**src/rtl/tick_timer_pkg.sv**
```systemverilog
package tick_timer_pkg;
  // command register bit positions
  localparam int unsigned CMD_OPER_BIT = 0;
  localparam int unsigned CMD_RUN_BIT  = 1;
  localparam int unsigned CMD_LOAD_BIT = 4;

  typedef struct packed {
    logic oper;
    logic run;
  } mode_t;
endpackage

```
**src/rtl/tick_timer_regs.sv**
```systemverilog
module tick_timer_regs import tick_timer_pkg::*; #(
  parameter int unsigned CNT_W  = 32,
  parameter int unsigned DATA_W = 8,
  localparam int unsigned NBYTE  = CNT_W / DATA_W,
  localparam int unsigned ADDR_W = $clog2(NBYTE + 1)
) (
  input  logic              clk_i,
  input  logic              rst_ni,
  input  logic              wr_i,
  input  logic [ADDR_W-1:0] addr_i,
  input  logic [DATA_W-1:0] wdata_i,
  output logic [CNT_W-1:0]  reload_o,
  output mode_t             mode_o,
  output logic              load_o
);
  logic cmd_wr;
  assign cmd_wr = wr_i && (addr_i == '0);
  assign load_o = cmd_wr && wdata_i[CMD_LOAD_BIT];

  for (genvar g = 0; g < NBYTE; g++) begin : g_byte
    always_ff @(posedge clk_i or negedge rst_ni) begin
      if (!rst_ni)
        reload_o[g*DATA_W +: DATA_W] <= '0;
      else if (wr_i && addr_i == ADDR_W'(g + 1))
        reload_o[g*DATA_W +: DATA_W] <= wdata_i;
    end
  end

  always_ff @(posedge clk_i or negedge rst_ni) begin
    if (!rst_ni) begin
      mode_o <= '0;
    end else if (cmd_wr) begin
      mode_o.run  <= wdata_i[CMD_RUN_BIT];
      // one-way latch: only reset leaves operational mode
      mode_o.oper <= mode_o.oper | wdata_i[CMD_OPER_BIT];
    end
  end
endmodule

```
**src/rtl/tick_timer_core.sv**
```systemverilog
module tick_timer_core #(
  parameter int unsigned CNT_W = 32
) (
  input  logic             clk_i,
  input  logic             rst_ni,
  input  logic             load_i,
  input  logic [CNT_W-1:0] reload_i,
  input  logic             step_i,
  output logic [CNT_W-1:0] count_o
);
  logic at_zero;
  assign at_zero = (count_o == '0);

  always_ff @(posedge clk_i or negedge rst_ni) begin
    if (!rst_ni)      count_o <= '0;
    else if (load_i)  count_o <= reload_i;
    else if (step_i)  count_o <= at_zero ? reload_i : count_o - CNT_W'(1);
  end
endmodule

```
**src/rtl/tick_timer_rdmux.sv**
```systemverilog
module tick_timer_rdmux import tick_timer_pkg::*; #(
  parameter int unsigned CNT_W  = 32,
  parameter int unsigned DATA_W = 8,
  localparam int unsigned NBYTE  = CNT_W / DATA_W,
  localparam int unsigned ADDR_W = $clog2(NBYTE + 1)
) (
  input  logic [ADDR_W-1:0] addr_i,
  input  logic [CNT_W-1:0]  count_i,
  input  mode_t             mode_i,
  output logic [DATA_W-1:0] rdata_o
);
  logic [DATA_W-1:0] cmd_rd;

  always_comb begin
    cmd_rd = '0;
    cmd_rd[CMD_OPER_BIT] = mode_i.oper;
    cmd_rd[CMD_RUN_BIT]  = mode_i.run;
    cmd_rd[CMD_LOAD_BIT] = 1'b1;  // load strobe is write-only
  end

  always_comb begin
    rdata_o = '0;
    if (addr_i == '0) rdata_o = cmd_rd;
    for (int i = 0; i < NBYTE; i++)
      if (addr_i == ADDR_W'(i + 1)) rdata_o = count_i[i*DATA_W +: DATA_W];
  end
endmodule

```
**src/rtl/tick_timer.sv**
```systemverilog
module tick_timer import tick_timer_pkg::*; #(
  parameter int unsigned CNT_W  = 32,
  parameter int unsigned DATA_W = 8,
  localparam int unsigned NBYTE  = CNT_W / DATA_W,
  localparam int unsigned ADDR_W = $clog2(NBYTE + 1)
) (
  input  logic              clk_i,
  input  logic              rst_ni,
  input  logic              req_i,
  input  logic              we_i,
  input  logic [ADDR_W-1:0] addr_i,
  input  logic [DATA_W-1:0] wdata_i,
  input  logic              tick_i,
  output logic [DATA_W-1:0] rdata_o,
  output logic [CNT_W-1:0]  count_o
);
  logic [CNT_W-1:0] reload;
  mode_t            mode;
  logic             load_pls;
  logic             step;

  // operational mode forces the tick through; test mode gates it with run
  assign step = tick_i && (mode.oper || mode.run);

  tick_timer_regs #(.CNT_W(CNT_W), .DATA_W(DATA_W)) u_regs (
    .clk_i    (clk_i),
    .rst_ni   (rst_ni),
    .wr_i     (req_i && we_i),
    .addr_i   (addr_i),
    .wdata_i  (wdata_i),
    .reload_o (reload),
    .mode_o   (mode),
    .load_o   (load_pls)
  );

  tick_timer_core #(.CNT_W(CNT_W)) u_core (
    .clk_i    (clk_i),
    .rst_ni   (rst_ni),
    .load_i   (load_pls),
    .reload_i (reload),
    .step_i   (step),
    .count_o  (count_o)
  );

  tick_timer_rdmux #(.CNT_W(CNT_W), .DATA_W(DATA_W)) u_rd (
    .addr_i  (addr_i),
    .count_i (count_o),
    .mode_i  (mode),
    .rdata_o (rdata_o)
  );
endmodule

```
**config.mk**
```make
export PLATFORM = sky130hd
export DESIGN_NAME = tick_timer
export DESIGN_NICKNAME = d
export VERILOG_FILES = /design/src/rtl/tick_timer_pkg.sv /design/src/rtl/tick_timer_regs.sv /design/src/rtl/tick_timer_core.sv /design/src/rtl/tick_timer_rdmux.sv /design/src/rtl/tick_timer.sv
export SDC_FILE = /design/constraint.sdc
export NUM_CORES = 1
export LEC_CHECK = 0
export ABC_CLOCK_PERIOD_IN_PS = 5900
export CORE_MARGIN = 2
export CORE_UTILIZATION = 55
export DETAILED_ROUTE_END_ITERATION = 10
export DONT_BUFFER_PORTS = 1
export PLACE_DENSITY_LB_ADDON = 0.2
export SKIP_CTS_REPAIR_TIMING = 1
export SLEW_MARGIN = 10
export SYNTH_ARGS = -nofsm -noshare
export SYNTH_HDL_FRONTEND = slang
export SYNTH_HIERARCHICAL = 1
export SYNTH_SLANG_ARGS = --single-unit
```
**constraint.sdc**
```tcl
create_clock -name clk_i -period 5.9 [get_ports clk_i]
set_input_delay 1.18 -clock clk_i [delete_from_list [all_inputs] [get_ports clk_i]]
set_output_delay 1.18 -clock clk_i [all_outputs]
set_load 0.01 [all_outputs]
```
# After elaboration in Yosys (flattened, before gate mapping)
# Cells that the tools add are included.
dict set report word_totals {
  regBits 66
  in_bits 16
}
dict set report classes {
  n_addsub 1
  eq_ne 4
  mux 8
  n_bitwise 1
  reduce_logical 12
}
# operator n
set op_table {}
lappend op_table {{32-bit 2-to-1 mux} 3}
lappend op_table {{32-bit logical NOT} 1}
lappend op_table {{8-bit 2-to-1 mux} 4}
lappend op_table {{32-bit by 1-bit subtractor with 32-bit output, second input constant} 1}
lappend op_table {{1-bit logical AND} 8}
lappend op_table {{3-bit by 2-bit == test with 1-bit output, second input constant} 2}
lappend op_table {{5-bit 2-to-1 mux} 1}
lappend op_table {{3-bit by 1-bit == test with 1-bit output, second input constant} 1}
lappend op_table {{3-bit == test, second input constant} 1}
lappend op_table {{3-bit logical NOT} 1}
lappend op_table {{2-bit nonzero test} 1}
lappend op_table {{1-bit logical OR} 1}
lappend op_table {{1-bit bitwise OR} 1}

# Depth between registers and ports, before layout
# Gate-level depths: netlist of the first run.
dict set report logic_depth {
  ltp_word 6
  depth_mapped 8
  ltp_nobuf 7
}

# Modules after synthesis
# The synthesis of the first run kept the hierarchy.
# mod n_inst cells_per_inst area_each_um2 seq_area_each_um2
set by_module_without_submodules {}
lappend by_module_without_submodules {tick_timer_core 1 283 2292.2 800.8}
lappend by_module_without_submodules {tick_timer_regs 1 77 1355.0 850.8}
lappend by_module_without_submodules {tick_timer_rdmux 1 37 324.1 0.0}
lappend by_module_without_submodules {tick_timer 1 2 13.8 0.0}

# Worst setup path before layout of the first run
# No wires, ideal clock.
dict set report synth_timing {
  path_type {in2out}
  start {input port addr_i[2]}
  end {output port rdata_o[5]}
  arrival_time_ns 1.871
  setup_slack_ns 2.849
  stages 4
  n_path_buf 1
  path_cell_list {buf_4 and2b_1 a22oi_1 o22ai_1}
}
dict set report synth_between {
  elab_chain_cells 5
  elab_cells_between_ends 8
}
# element line_no
set synth_lines {}
lappend synth_lines {{from (decl)} tick_timer.sv:11} ;# input logic [ADDR_W-1:0] addr_i,
lappend synth_lines {{3-bit by 1-bit == test with 1-bit output} tick_timer_rdmux.sv:25} ;# if (addr_i == ADDR_W'(i + 1)) rdata_o = count_i[i*DATA_W +: DATA_W];
lappend synth_lines {{8-bit 2-to-1 mux (3 in a row)} tick_timer_rdmux.sv:25}
lappend synth_lines {{8-bit 2-to-1 mux (*)} tick_timer_rdmux.sv:25}
lappend synth_lines {{to (decl)} tick_timer.sv:14} ;# output logic [DATA_W-1:0] rdata_o,
# Mark *: on every way between the ends. The rest lies on a longest branch, timed or not.

# Final worst setup path of the first run
dict set report layout_timing {
  start {input port req_i}
  end {register u_core.count_o[29]}
}
dict set report layout_between {
  elab_chain_cells 4
  elab_cells_between_ends 5
}
# element line_no
set layout_lines {}
lappend layout_lines {{from (decl)} tick_timer.sv:9} ;# input logic req_i,
lappend layout_lines {{1-bit logical AND (*)} tick_timer.sv:28} ;# .wr_i (req_i && we_i),
lappend layout_lines {{1-bit logical AND (*)} tick_timer_regs.sv:17} ;# assign cmd_wr = wr_i && (addr_i == '0);
lappend layout_lines {{1-bit logical AND (*)} tick_timer_regs.sv:18} ;# assign load_o = cmd_wr && wdata_i[CMD_LOAD_BIT];
lappend layout_lines {{via load_pls} tick_timer.sv:19} ;# logic load_pls;
lappend layout_lines {{32-bit 2-to-1 mux or 2-bit nonzero test (tied branches)} -}
lappend layout_lines {{to (signal assigned)} tick_timer_core.sv:16} ;# else if (load_i) count_o <= reload_i;
lappend layout_lines {{to (signal assigned)} tick_timer_core.sv:17} ;# else if (step_i) count_o <= at_zero ? reload_i : count_o - CNT_W'(1);
lappend layout_lines {{to (decl)} tick_timer_core.sv:9} ;# output logic [CNT_W-1:0] count_o
# Mark *: on every way through the listed nets, which the timed path passes. The rest lies on a longest branch.
# A chain may end at the register's enable or synchronous reset.

==> results.sh, run 1 <==
export IMPL_status="completed"
export IMPL_worst_setup_path_type="in -> reg"
export IMPL_synth_top_cell_area_share=0.414
export IMPL_layout_min_cycle_time_ps=3480
export IMPL_rr_startpoint="u_core/count_o[20]"
export IMPL_min_path_type="reg -> reg"
export IMPL_finalPower_w=0.00133
export IMPL_power_switching_w=0.000463
export IMPL_cts_tree="yes"
export IMPL_cts_buffers_inserted=9
export IMPL_rsz0062_at_grt="no"
export IMPL_first_pass_iters=5
export IMPL_path_clk_slew_ps=80
export IMPL_drive_gt1_frac=0.105
export IMPL_met2_usage=0.452
export IMPL_maxCapViolations=0
export IMPL_synthArstFlopShare=1.00
export IMPL_drc=0
export IMPL_drt_wl_total_um=11800
export IMPL_busiest_layer="met1"
export IMPL_switching_share=0.348
export IMPL_hold_viol=0
export IMPL_dp_hpwl_um=8130
export IMPL_overflow=0
export IMPL_antenna_found_initial=0
export IMPL_use_met3=0.0886
export IMPL_ys_ff_latch=66
export IMPL_drt_initial_drc_count=423
export IMPL_grt_pass1_wl_um=18100
export IMPL_avgSynthCellArea_um2=9.99
export IMPL_tightestPinTransition_ps=1110
export IMPL_pwr_share_seq=0.518
export IMPL_synth_distinct_cells=70
export IMPL_grtUsageTotal=0.308
export IMPL_synthTopCellsByArea="dfrtp_1, mux2_1, mux2i_1"
export IMPL_drt_vias_per_instance=7.10
export IMPL_required_ps=6130
export IMPL_slew_headroom=0.257
export IMPL_grt_use_met1=0.455
export IMPL_grt_pass1_vias=3186
export IMPL_tns_ps=0
export IMPL_synth_edff_count=0
export IMPL_clock_sinks=66
export IMPL_multi_input_area_mm2=0.00216
export IMPL_setup_viol=0
export IMPL_path_max_fanout=30
export IMPL_wl_per_cell_um=24.1
export IMPL_gp_congestion=0.877
export IMPL_worst_setup_path_start_kind="input pin"
export IMPL_grt_max_degree=67
export IMPL_root_buffer="clkbuf_8"
export IMPL_dr_total_vias=3472
export IMPL_pin_count=56
export IMPL_ir_worst_vdd_uv=192
export IMPL_yosys_area_top_type="dfrtp_1"
export IMPL_endpoint_kind="register"
export IMPL_combPwrFrac=0.184
export IMPL_p_leak_nw=1.66
export IMPL_syn_to_final_growth_pct=5.12
export IMPL_syn_area_mm2=0.00399
export IMPL_rows=31
export IMPL_clock_path_buffers=2
export IMPL_regArea_mm2=0.00165
export IMPL_die_y_um=89.1
export IMPL_finClkSkew_ps=13.3
export IMPL_stdcell_area_mm2=0.00419
export IMPL_clock_latency_ps=350
export IMPL_diodes=0
export IMPL_antenna_left=0
export IMPL_core_area_mm2=0.00714
export IMPL_seq_area_frac_synth=0.414
export IMPL_port_buffers=0
export IMPL_nNetsFinal=403
export IMPL_h_tree_depth=3
export IMPL_hold_start="u_regs/reload_o[14]"
export IMPL_synth_warnings=6
export IMPL_cellInternalPower_w=0.000867
export IMPL_postSynthCellCount=399
export IMPL_cp_data_arrival_time_ps=3720
export IMPL_ys_flop_type="dfrtp_1"
export IMPL_min_period_over_period=0.590
export IMPL_die_area_mm2=0.00794
export IMPL_power_share_clock=0.299
export IMPL_syn_nets=417
export IMPL_drv_slew=0
export IMPL_setup_worst_path_start="req_i"
export IMPL_power_density_mw_per_mm2=317
export IMPL_placed_area_mm2=0.00399
export IMPL_start_util=0.558
export IMPL_fmaxAchievable_mhz=287
export IMPL_nFillCells=628
export IMPL_die_x_um=89.1
## critical path, cell delays in order
cell and delay (ps):
and2_1 180, nor4b_2 370, and2_1 890, a31oi_2 430, or3_1 520, o211a_1 130
## cell usage after synthesis (4+ instances only)
library cell / count
dfrtp_1: 66
nand2_1: 28
mux2_1: 24
nor2_1: 23
nor3_1: 19
nand3_1: 17
clkbuf_1: 16
mux2i_1: 13
nor4_1: 13
o21ai_0: 12
a21oi_1: 11
nand4_1: 10
or3_1: 9
inv_1: 8
mux2_4: 8
o22ai_1: 7
or4_1: 7
a22oi_1: 6
buf_6: 5
nand2b_1: 5
a211oi_1: 4
a32oi_1: 4
buf_2: 4
## layer usage
layer	routed length (um)	part of all wire	vias to the layer above
li1	-	-	1528
met1	5100	0.43	1689
met2	5150	0.44	229
met3	1310	0.11	26
met4	198	0.017	0
met5	0	0	-
## through the flow
step           setup WS (ps)  std cells  hold slack (ps)  utilization
2_1_floorplan           2850        399              443            -
3_3_place_gp            2260        473              470        0.559
3_5_place_dp            2190        473              480        0.559
4_1_cts                 2510        489              499        0.587
5_1_grt                 2310        489              503        0.587
6_report                2420        489              492        0.587
## power by group through the flow
stage / Sequential [W] / Clock [W] / Combinational [W]
floorplan: 0.000632 / 0 / 0.000207
global placement: 0.000691 / 0 / 0.000231
detailed placement: 0.000694 / 0 / 0.000237
CTS: 0.000686 / 0.000402 / 0.000239
global route: 0.000702 / 0.000425 / 0.000269
finish: 0.000689 / 0.000397 / 0.000244
## cell usage in the layout (no fill, tap or decap), types with 3 or more instances in the layout
cell type / n
clkbuf_8: 10
and4bb_1: 3
o21a_1: 3
a21oi_1: 11
dfrtp_1: 66
o22a_1: 3
o22ai_1: 7
mux2i_1: 13
a2bb2oi_1: 3
or4_4: 3
mux2_1: 24
a311o_1: 3
nand4_1: 10
or4_1: 7
nand3_1: 17
inv_1: 8
nand2_1: 28
a22oi_1: 6
mux2_4: 8
o21ai_0: 12
nand2b_1: 5
nor3_1: 19
and4_1: 3
nand3b_1: 3
buf_4: 3
nor2_1: 23
a211oi_1: 4
a32oi_1: 4
nor4_1: 13
and3_1: 3
or3_1: 9
## final cells by class
type / instances / share of cell area
sequential: 66 / 0.394
timing repair buffer: 3 / 0.00538
tap: 99 / 0.0296
clock buffer: 10 / 0.0329
clock inverter: 6 / 0.0155
multi-input combinational: 297 / 0.515
inverter: 8 / 0.00717
## flip-flops by register name (all words and copies together) (netlist names)
signal,flops
u_core/count_o,32
u_regs/mode_o,2
u_regs/reload_o,32
## cell families (layout without fill, tap and decap cells)
| group | after synthesis | after routing | synth area share |
|---|---|---|---|
| compound gates | 88 | 88 | 0.167 |
| fa+ha+maj | 2 | 2 | 0.00628 |
| buf+inv | 36 | 27 | 0.0455 |
| flops | 66 | 66 | 0.414 |
| mux | 46 | 46 | 0.133 |
| simple gates | 161 | 161 | 0.234 |
## worst paths after layout
check	endpoint	slack [ps]	depth (start not counted)
worst max-delay path	u_core/count_o[29]	2420	6
worst min-delay path	u_regs/reload_o[14]	490	1
worst max register to register	u_core/count_o[17]	2650	5
worst min register to register	u_regs/reload_o[14]	490	1
max in group asynchronous	u_core/count_o[30]	5270	0
min in group asynchronous	u_core/count_o[8]	520	0
No activity file was read; power rests on OpenSTA's default activity.
==> run 2: changes to the inputs <==
- ABC_AREA: default -> 1
- ABC_CLOCK_PERIOD_IN_PS: 5900 -> 3300
- clock period: 5.9 -> 3.3 ns (I/O delays scaled with it)
==> run 2 against run 1 <==
Net effect:
- synthesized cell count up 66%
- clock power increased by 72%
- utilization is 1.6 points higher
==> results.sh, run 2 <==
export IMPL_status="completed"
export IMPL_gp_congestion=1.03
export IMPL_power_density_mw_per_mm2=761
export IMPL_slew_headroom=0.438
export IMPL_first_pass_iters=5
export IMPL_ys_ff_latch=66
export IMPL_die_area_mm2=0.00873
export IMPL_overflow=0
export IMPL_synthTopCellsByArea="dfrtp_1, nand2_1, nand3_1"
export IMPL_yosysMostFrequentCell="nand2_1"
export IMPL_cpMaxStageDelayCell="nor2_4"
export IMPL_ys_flop_type="dfrtp_1"
export IMPL_dr_total_vias=4352
export IMPL_worst_setup_path_type="reg -> reg"
export IMPL_die_y_um=93.4
export IMPL_combPwrFrac=0.388
export IMPL_placed_cells=753
export IMPL_min_period_over_period=0.702
export IMPL_pin_count=56
export IMPL_clock_sinks=66
export IMPL_synth_common_cells="nand2_1, nand3_1, inv_1, dfrtp_1, nor2_1"
export IMPL_tns_ps=0
export IMPL_tightestPinTransition_ps=841
export IMPL_clock_latency_ps=340
export IMPL_seq_area_frac_synth=0.376
export IMPL_syn_nets=681
export IMPL_cp_data_arrival_time_ps=2550
export IMPL_avgSynthCellArea_um2=6.63
export IMPL_nFillCells=742
export IMPL_port_buffers=0
export IMPL_slowest_delay_ps=630
export IMPL_die_x_um=93.4
export IMPL_drc=0
export IMPL_antenna_left=0
export IMPL_setup_viol=0
export IMPL_pwr_share_seq=0.420
export IMPL_h_tree_depth=3
export IMPL_synth_warnings=6
export IMPL_dp_hpwl_um=9220
export IMPL_required_ps=3530
export IMPL_root_buffer="clkbuf_8"
export IMPL_grtUsageTotal=0.304
export IMPL_final_cell_count_no_fill=770
export IMPL_mostFrequentLayoutCells="nand2_1, nand3_1, inv_1"
export IMPL_drt_wl_total_um=12600
export IMPL_path_max_fanout=35
export IMPL_cts_buffers_inserted=9
export IMPL_postSynthCellCount=663
export IMPL_grt_pass1_vias=4092
export IMPL_drv_slew=0
export IMPL_syn_to_final_growth_pct=6.00
export IMPL_min_path_type="in -> async"
export IMPL_rows=32
export IMPL_top_regs="u_core/count_o (32), u_regs/reload_o (32), u_regs/mode_o (2)"
export IMPL_grt_max_degree=67
export IMPL_ir_worst_vdd_uv=340
export IMPL_synthArstFlopShare=1.00
export IMPL_drt_vias_per_instance=5.65
export IMPL_fmaxAchievable_mhz=432
export IMPL_path_cells="inv_1 > ha_1 > nand2_1 > nor2_1 > nand2_2 > nor2_4 > nor2_4 > o21ai_0 > nand3_1 > nand2_1"
export IMPL_r2r_end="u_core/count_o[4]"
export IMPL_rr_worst_depth=10
export IMPL_finClkSkew_ps=10.3
export IMPL_worst_setup_path_start_kind="register"
export IMPL_antenna_found_initial=0
export IMPL_power_switching_w=0.00171
export IMPL_yosys_area_top_type="dfrtp_1"
export IMPL_power_share_clock=0.192
export IMPL_start_util=0.569
export IMPL_rsz0062_at_grt="no"
export IMPL_wl_per_cell_um=16.4
export IMPL_setup_slack_ps=984
export IMPL_cts_tree="yes"
export IMPL_worst_path_buf_inv=1
export IMPL_core_area_mm2=0.00773
export IMPL_endpoint_kind="register"
export IMPL_crit_family="simple AND/OR/NAND/NOR gates"
export IMPL_p_leak_nw=2.43
export IMPL_r2r_slack_ps=980
export IMPL_synth_top_cell_area_share=0.376
export IMPL_rr_startpoint="u_core/count_o[0]"
export IMPL_syn_area_mm2=0.00440
export IMPL_switching_share=0.481
export IMPL_synth_edff_count=0
export IMPL_nNetsFinal=682
export IMPL_drt_initial_drc_count=516
export IMPL_hold_viol=0
export IMPL_drive_gt1_frac=0.0958
export IMPL_clock_path_buffers=2
export IMPL_grt_pass1_wl_um=20500
export IMPL_path_clk_slew_ps=80
export IMPL_diodes=0
export IMPL_dp_slack_ps=918
export IMPL_final_common_cell="nand2_1"
export IMPL_layout_min_cycle_time_ps=2320
export IMPL_cellInternalPower_w=0.00184
export IMPL_maxCapViolations=0
export IMPL_synth_distinct_cells=30
-- run 2: power groups by stage --
stage	Sequential (W)	Combinational (W)	Clock, W
detailed placement	0.00150	0.00131	0
floorplan	0.00136	0.00108	0
global route	0.00153	0.00156	0.000735
finish	0.00149	0.00137	0.000681
global placement	0.00150	0.00128	0
CTS	0.00149	0.00131	0.000696
-- run 2: layout make-up --
cell class	instances	area (um^2)	share of cell area
clock inverter	5	55.1	0.0118
tap	102	128	0.0274
multi-input combinational	505	2330	0.501
sequential	66	1650	0.354
timing repair buffer	7	75.1	0.0161
clock buffer	10	138	0.0295
inverter	75	282	0.0604
-- run 2: worst max-delay path by stage --
stage,slack [ps],startpoint,cells after the start,end
2_1_floorplan,1040,req_i,13,u_core/count_o[4]
4_1_cts,1030,u_core/count_o[0],10,u_core/count_o[4]
5_1_grt,800,u_core/count_o[0],10,u_core/count_o[3]
3_3_place_gp,940,addr_i[1],9,u_core/count_o[25]
6_report,980,u_core/count_o[0],10,u_core/count_o[4]
3_5_place_dp,920,addr_i[1],9,u_core/count_o[25]
-- run 2: stage by stage --
step / total power (W) / hold slack (ps) / util / instance area, um^2
after floorplan: 0.00244 / 364 / - / 4400
after global placement: 0.00278 / 366 / 0.574 / 4430
after detailed placement: 0.00281 / 366 / 0.574 / 4430
after CTS: 0.00350 / -12.4 / 0.598 / 4620
after global routing: 0.00383 / 180 / 0.603 / 4660
final: 0.00355 / 171 / 0.603 / 4660
-- run 2: cell families (layout without fill, tap and decap cells) --
logic type	after synthesis	count (layout)	share of synthesized area
xor+xnor	4	4	0.00797
compound gates	25	25	0.0327
fa+ha+maj	2	2	0.00569
buf+inv	92	97	0.0945
flops	66	66	0.376
simple gates	474	474	0.484
-- run 2: layer usage --
layer | vias up | global-route usage | wire length, um
met5 | - | 0 | 0
met1 | 1963 | 0.426 | 5330
met4 | 0 | 0.107 | 382
met2 | 262 | 0.463 | 5530
li1 | 2088 | - | -
met3 | 39 | 0.0653 | 1400
==> run 3: changes to the inputs <==
- ABC_CLOCK_PERIOD_IN_PS: 3300 -> 2100
- clock period: 3.3 -> 2.1 ns (I/O delays scaled with it)
==> run 3 against run 2 <==
Net effect:
- clock-buffer cell count is the same
- total power is 66% higher
- clock power increased by 62%
- global-route usage is 0.91 points higher
- die area unchanged
- largest power group is now combinational logic
==> results.sh, run 3 (same netlist as run 2, synthesis figures left out) <==
export IMPL_grt_pass1_vias=4078
export IMPL_syn_to_final_growth_pct=11.6
export IMPL_drt_wl_total_um=13100
export IMPL_drc=0
export IMPL_root_buffer="clkbuf_8"
export IMPL_finClkSkew_ps=6.86
export IMPL_tns_ps=0
export IMPL_pin_count=56
export IMPL_finalPower_w=0.00587
export IMPL_hold_viol=0
export IMPL_die_x_um=93.4
export IMPL_rows=32
export IMPL_required_ps=2340
export IMPL_antenna_found_initial=0
export IMPL_fmaxAchievable_mhz=508
export IMPL_die_area_mm2=0.00873
export IMPL_path_clk_slew_ps=80
export IMPL_cts_buffers_inserted=9
export IMPL_core_area_mm2=0.00773
export IMPL_start_util=0.569
export IMPL_regArea_mm2=0.00165
export IMPL_gp_congestion=0.952
export IMPL_slew_headroom=0.651
export IMPL_status="completed"
export IMPL_worst_setup_path_start_kind="register"
export IMPL_dp_hpwl_um=9890
export IMPL_h_tree_depth=3
export IMPL_final_common_cell="nand2_1"
export IMPL_grtUsageTotal=0.313
export IMPL_multi_input_area_mm2=0.00234
export IMPL_cp_data_arrival_time_ps=2200
export IMPL_top_regs="u_core/count_o (32), u_regs/reload_o (32), u_regs/mode_o (2)"
export IMPL_drt_vias_per_instance=5.57
export IMPL_dr_total_vias=4458
export IMPL_rsz0062_at_grt="no"
export IMPL_worst_setup_path_type="reg -> reg"
export IMPL_grt_pass1_wl_um=20700
export IMPL_die_y_um=93.4
export IMPL_drv_slew=0
export IMPL_path_max_fanout=5
export IMPL_min_path_type="in -> reg"
export IMPL_diodes=0
export IMPL_hold_slack_ps=180
export IMPL_p_leak_nw=2.59
export IMPL_first_pass_iters=6
export IMPL_nNetsFinal=711
export IMPL_maxCapViolations=0
export IMPL_setup_viol=0
export IMPL_antenna_left=0
export IMPL_wl_per_cell_um=16.4
export IMPL_power_density_mw_per_mm2=1200
export IMPL_port_buffers=0
export IMPL_grt_max_degree=67
export IMPL_tightestPinTransition_ps=521
export IMPL_layout_min_cycle_time_ps=1970
export IMPL_min_period_over_period=0.937
export IMPL_clock_sinks=66
export IMPL_cts_tree="yes"
export IMPL_drive_gt1_frac=0.135
export IMPL_clock_latency_ps=340
export IMPL_overflow=0
export IMPL_mostFrequentLayoutCells="nand2_1, nand3_1, inv_1"
export IMPL_ir_worst_vdd_uv=666
export IMPL_clock_path_buffers=2
export IMPL_drt_initial_drc_count=380
export IMPL_nFillCells=762
export IMPL_final_util=0.635
export IMPL_endpoint_kind="register"
==> run 3: changes by cell type in the layout (fill, tap and decap cells not counted) <==
| cell | before | now |
|---|---|---|
| buf_4 | 5 | 33 |
| nor2_2 | 11 | 10 |
| inv_6 | 0 | 1 |
| nor2_4 | 11 | 12 |
| clkinvlp_4 | 2 | 1 |
| buf_12 | 0 | 1 |
| clkinv_4 | 0 | 1 |
==> run 3: final cells by class <==
type | count | area share
well taps | 102 | 0.0260
inverters | 75 | 0.0574
flip-flops and latches | 66 | 0.337
clock inverters | 6 | 0.0133
repair buffers | 36 | 0.0622
clock buffers | 10 | 0.0280
multi-input cells | 505 | 0.477
==> run 3: through the flow <==
stage,instance area (um^2),setup WS [ps],instances
CTS,4860,185,798
global route,4910,37.0,800
finish,4910,133,800
floorplan,4400,75.6,663
global placement,4660,223,782
detailed placement,4660,195,782
==> run 3: worst max-delay path: stages (launching register included) <==
cell and delay, ps:
dfrtp_1 470, inv_1 110, ha_1 210, nand2_1 180
buf_4 190, nor2_1 240, nand2_1 110, xor2_1 140
nand2_1 70, nand3_1 70, nand2_1 60
==> run 3: final timing paths <==
path	from	slack (ps)	endpoint	cells after the start
min in group asynchronous	rst_ni	610	u_core/count_o[5]	2
hold / removal	wdata_i[2]	180	u_regs/reload_o[18]	2
hold reg to reg	u_regs/reload_o[6]	470	u_regs/reload_o[6]	2
setup reg to reg	u_core/count_o[1]	130	u_core/count_o[16]	10
setup / recovery	u_core/count_o[1]	130	u_core/count_o[16]	10
max in group asynchronous	rst_ni	1200	u_regs/reload_o[17]	2
==> run 3: metal layers <==
metal  track usage  vias up  routed length [um]
li1              -     2141                   -
met3        0.0806       33                1320
met4         0.118        0                 424
met2         0.487      242                5890
met1         0.419     2042                5500
met5             0        -                   0
==> run 3: where the power goes <==
| group | switching, W | internal [W] | leakage [nW] | total (W) |
|---|---|---|---|---|
| Combinational | 0.00184 | 0.000893 | 1.65 | 0.00273 |
| Clock | 0.000521 | 0.000583 | 0.103 | 0.00110 |
| Sequential | 0.000408 | 0.00162 | 0.845 | 0.00203 |
| Total | 0.00277 | 0.00310 | 2.59 | 0.00587 |
